`src/rtl/kcr_pkg.sv`:
```
package kcr_pkg;

    localparam int N_KEYS = 4;

    typedef enum logic [1:0] {
        CHORD_OFF  = 2'd0,
        CHORD_K0_3 = 2'd1,
        CHORD_K0_2 = 2'd2,
        CHORD_K0_1 = 2'd3
    } chord_sel_e;

    typedef struct packed {
        logic held;     // chord complete and oscillator up
        logic filtered; // hold filter satisfied
        logic authed;   // authorization wait satisfied
    } qual_t;

    function automatic logic [N_KEYS-1:0] chord_mask(input chord_sel_e sel);
        case (sel)
            CHORD_K0_3: chord_mask = 4'b1111;
            CHORD_K0_2: chord_mask = 4'b0111;
            CHORD_K0_1: chord_mask = 4'b0011;
            default:    chord_mask = 4'b0000;
        endcase
    endfunction

endpackage

```
`src/rtl/kcr_chord_decode.sv`:
```
module kcr_chord_decode
    import kcr_pkg::*;
(
    input  logic [N_KEYS-1:0] keys_n,
    input  logic [1:0]        cfg_sel,
    output logic              chord
);
    logic [N_KEYS-1:0] mask;
    logic [N_KEYS-1:0] pressed;

    always_comb begin
        mask    = chord_mask(chord_sel_e'(cfg_sel));
        pressed = ~keys_n;
        chord   = (mask != '0) && ((pressed & mask) == mask);
    end
endmodule

```
`src/rtl/kcr_hold_filter.sv`:
```
module kcr_hold_filter #(
    parameter int NR_CYCLES = 50
) (
    input  logic clk,
    input  logic rst,
    input  logic held,
    output logic passed
);
    localparam int CW = $clog2(NR_CYCLES + 1);
    localparam logic [CW-1:0] LIMIT = CW'(NR_CYCLES);

    logic [CW-1:0] cnt;

    always_ff @(posedge clk) begin
        if (rst || !held) begin
            cnt <= '0;
        end else if (cnt != LIMIT) begin
            cnt <= cnt + 1'b1;
        end
    end

    always_comb passed = held && (cnt == LIMIT);
endmodule

```
`src/rtl/kcr_tick_gen.sv`:
```
module kcr_tick_gen #(
    parameter int TICK_DIV = 32768
) (
    input  logic clk,
    input  logic rst,
    output logic tick
);
    localparam int TW = (TICK_DIV > 1) ? $clog2(TICK_DIV) : 1;
    localparam logic [TW-1:0] LAST = TW'(TICK_DIV - 1);

    logic [TW-1:0] div;

    always_ff @(posedge clk) begin
        if (rst || div == LAST) begin
            div <= '0;
        end else begin
            div <= div + 1'b1;
        end
    end

    always_comb tick = (div == LAST);
endmodule

```
`src/rtl/kcr_auth_timer.sv`:
```
module kcr_auth_timer (
    input  logic clk,
    input  logic rst,
    input  logic filtered,
    input  logic tick,
    output logic authed
);
    logic [1:0] edges;

    always_ff @(posedge clk) begin
        if (rst || !filtered) begin
            edges <= 2'd0;
        end else if (tick && edges != 2'd2) begin
            edges <= edges + 2'd1;
        end
    end

    always_comb authed = filtered && (edges == 2'd2);
endmodule

```
`src/rtl/kcr_detector.sv`:
```
module kcr_detector
    import kcr_pkg::*;
#(
    parameter int NR_CYCLES = 50,
    parameter int TICK_DIV  = 32768
) (
    input  logic              clk,
    input  logic              rst,
    input  logic              osc_run,
    input  logic [N_KEYS-1:0] keys_n,
    input  logic [1:0]        cfg_sel,
    input  logic              auth_en,
    output logic              rst_req
);
    logic  chord;
    logic  tick;
    qual_t q;

    kcr_chord_decode u_dec (
        .keys_n (keys_n),
        .cfg_sel(cfg_sel),
        .chord  (chord)
    );

    always_comb q.held = chord && osc_run;

    kcr_hold_filter #(.NR_CYCLES(NR_CYCLES)) u_flt (
        .clk   (clk),
        .rst   (rst),
        .held  (q.held),
        .passed(q.filtered)
    );

    kcr_tick_gen #(.TICK_DIV(TICK_DIV)) u_tick (
        .clk (clk),
        .rst (rst),
        .tick(tick)
    );

    kcr_auth_timer u_auth (
        .clk     (clk),
        .rst     (rst),
        .filtered(q.filtered),
        .tick    (tick),
        .authed  (q.authed)
    );

    always_ff @(posedge clk) begin
        if (rst) begin
            rst_req <= 1'b0;
        end else begin
            rst_req <= auth_en ? q.authed : q.filtered;
        end
    end
endmodule

```
`config.mk`:
```
export PLATFORM = sky130hd
export DESIGN_NAME = kcr_detector
export DESIGN_NICKNAME = d
export VERILOG_FILES = /design/src/rtl/kcr_pkg.sv /design/src/rtl/kcr_chord_decode.sv /design/src/rtl/kcr_hold_filter.sv /design/src/rtl/kcr_tick_gen.sv /design/src/rtl/kcr_auth_timer.sv /design/src/rtl/kcr_detector.sv
export SDC_FILE = /design/constraint.sdc
export NUM_CORES = 1
export LEC_CHECK = 0
export BUFFER_PORTS_ARGS = -buffer_cell sky130_fd_sc_hd__buf_2
export CORE_MARGIN = 2
export CORE_UTILIZATION = 61
export CTS_CLUSTER_SIZE = 30
export DETAILED_ROUTE_END_ITERATION = 12
export HOLD_SLACK_MARGIN = 0.1
export PLACE_DENSITY = 0.82
export SETUP_SLACK_MARGIN = 0.5
export SYNTH_ARGS = -nofsm -noshare
export SYNTH_HDL_FRONTEND = slang
export SYNTH_SLANG_ARGS = --single-unit
```
`constraint.sdc`:
```
create_clock -name clk -period 3.35 [get_ports clk]
set_input_delay 0 -clock clk [delete_from_list [all_inputs] [get_ports clk]]
set_output_delay 0 -clock clk [all_outputs]
set_load 0.02 [all_outputs]
```
==> run_results.csv <==
group,metric,value,unit
global_route,grt.met1_usage,26.7,%
timing,setup_tns,0,ns
timing,finalSetupViolations,0,
timing,hold_viol_final,0,
cells_and_area,fin_area,0.00127,mm²
floorplan,initial_core_util,66.2,%
worst_setup_path,crit_path_end_kind,"register",
worst_setup_path,cpLargestDelayFamily,"simple AND/OR/NAND/NOR gates",
cts,clkTransAtPathRegs,0.12,ns
floorplan,ioPinCount,11,
cts,ctsResizeCount,0,
cells_and_area,syn_to_final_growth,9.75,%
global_route,first_global_vias,768,
route,dr_total_vias,847,
cells_and_area,nets,155,
global_route,grt_pass1_wl,3220,µm
global_route,top_usage_layer,"met2",
logic_synthesis,synth_area_per_cell,9.39,µm²
worst_setup_path,critPathBufInv,0,
cts,cts_buffers,3,
route,totalWireLength,1870,µm
worst_setup_path,worstPathRequired,3.54,ns
power,power_density,342,mW/mm²
route,routed_via_density,5.23,
cts,cts_tree,"done",
logic_synthesis,netlist_area,0.00115,mm²
timing,timing.slew.headroom,78.6,%
place,io_buffers,10,
logic_synthesis,synth-edff-count,0,
worst_setup_path,critPathLaunchType,"register",
global_route,grt_use_total,20.5,%
timing,finClkSkew,0.00311,ns
route,drt_iter0_drc,19,
global_route,antenna_found_initial,0,
floorplan,die_w,47.5,µm
logic_synthesis,synth_cell_types,25,
logic_synthesis,yosys_warnings,0,
floorplan,std_cell_rows,15,
floorplan,die_h,47.5,µm
global_route,grt_max_degree,13,
global_route,gr-usage-met3,3.40,%
cts,cts-root-buf,"clkbuf_4",
route,dr.pass1.iters,4,
timing,finalMaxSlewViolations,0,
logic_synthesis,seq_area_frac_synth,41.6,%
logic_synthesis,yosysMostFrequentCell,"dfxtp_1",
timing,layout_setup_ws,1.64,ns
worst_setup_path,max_stage_delay,0.44,ns
worst_setup_path,crit_arrival,1.90,ns
global_route,overflow,0,
worst_setup_path,critPathSlowestCell,"a41o_2",
worst_setup_path,path_max_fanout,12,
place,place_area,0.00122,mm²
logic_synthesis,synth_commonest_cells,"dfxtp_1 (24), nor2_1 (17), xnor2_1 (15), nor2_2 (12), inv_1 (10)",
job,maxCapViolCount,0,
floorplan,coreArea,0.00175,mm²
cts,cts.sinks,24,
route,wire_per_inst,11.5,µm
worst_hold_path,hold_path_class,"in2reg",
logic_synthesis,ys_ff_latch,24,
worst_setup_path,crit_type,"reg2reg",
timing,min_period_over_period,51.2,%
power,leakage,0.448,nW
logic_synthesis,syn_nets,139,
logic_synthesis,synthCells,123,
logic_synthesis,async_reset_ff_share,0,%
run_status,status,"finished, final reports clean",
cts,clk_latency,0.29,ns
timing,period_needed,1.71,ns
logic_synthesis,synth_top_area_cell,"dfxtp_1",
logic_synthesis,synth_flop_cell,"dfxtp_1",
cells_and_area,diodes,0,
cts,htree_levels,1,
timing,fmax,583,MHz
power,ir_drop,0.279,mV
route,ant_nets,0,
cells_and_area,final_layout_size_suffix_gt1_share,22.6,%
timing,worstMarginPinSlew,0.321,ns
place,place_ws,1.65,ns
route,drc_errors,0,
global_route,met2_usage,34.1,%
timing,hold-worst-slack,0.115,ns
timing,rsz0062_at_grt,"no",
logic_synthesis,ys_top_cells_by_area,"dfxtp_1 (42%), xnor2_1 (11%), ha_1 (6.5%)",
logic_synthesis,netlist.area_leader.share,41.6,%
place,place.gp.congestion,0.798,
place,dpl.hpwl,1400,µm
floorplan,die_area,0.00226,mm²
worst_setup_path,crit_chain,"ha_1 -> nand3_2 -> nor2_2 -> a41o_2 -> nor2_1",
cts,clk_path_buf_depth,2,
cells_and_area,post-route-util,72.6,%
final cells by class:
type / instances / area, µm²
clock buffers: 3 / 22.5
fillers: 138 / 478
inverters: 10 / 37.5
multi-input cells: 88 / 626
flip-flops and latches: 24 / 480
well taps: 25 / 31.3
repair buffers: 12 / 70.1
per-layer routing:
layer  vias to the layer above  part of all wire (%)
met5                         -                     0
met4                         0                  0.80
met3                         2                   3.4
met2                        21                    46
met1                       390                    50
li1                        434                     -
kinds of logic after synthesis:
group / share of synthesized area [%]
and+or+nand+nor: 29.3
DFF: 41.6
xor gates and xnor gates: 13.7
buffers and inverters: 4.23
AOI/OAI and AO/OA: 3.90
adders and majority gates: 6.50
muxes: 0.867
flip-flops by register name, summed over array words and instances (netlist names):
register / cells
rst_req: 1
u_tick.div: 15
u_flt.cnt: 6
u_auth.edges: 2
tightest hold or removal path, stage by stage:
cell and delay [ns]:
buf_2 0.08, nand2_1 0.04, nand3_1 0.18, nor2_1 0.08
power breakdown:
group | total [mW] | internal [mW] | leakage [nW] | switching (mW)
logic | 0.0226 | 0.0113 | 0.241 | 0.0114
registers | 0.292 | 0.289 | 0.194 | 0.00348
clock network | 0.119 | 0.0418 | 0.0138 | 0.0768
layout by cell type, fill, tap and decap left out, types with 2 or more instances in the layout:
master,Yosys,routed
ha_1,6,6
xor2_1,3,3
nor4_2,2,2
a21oi_1,2,2
nor3_1,3,3
nand4_1,4,4
nor2_1,17,17
a211oi_1,2,2
nand3_1,6,6
buf_2,0,10
clkbuf_4,0,3
nand2_1,6,6
nor2_2,12,12
xnor2_1,15,15
dlygate4sd3_1,0,2
inv_1,10,10
dfxtp_1,24,24
per-stage QoR:
stage	total power, mW	cells
2_1_floorplan	0.312	123
3_3_place_gp	0.318	157
3_5_place_dp	0.320	157
4_1_cts	0.437	162
5_1_grt	0.450	162
6_report	0.433	162
worst paths after layout:
path                                    start       endpoint  slack, ns  cells past startpoint
worst max-delay path            u_tick.div[0]  u_tick.div[2]       1.64                      5
worst min-delay path                keys_n[3]   u_flt.cnt[5]       0.12                      4
worst max register to register  u_tick.div[0]  u_tick.div[2]       1.64                      5
worst min register to register  u_tick.div[0]  u_tick.div[0]       0.49                      1
what timing repair did:
item,4_1_cts,5_1_grt
endpoints found under the hold margin,4,0
setup buffers,0,0
hold buffers,2,0
Power figures use the tool's default switching activity.
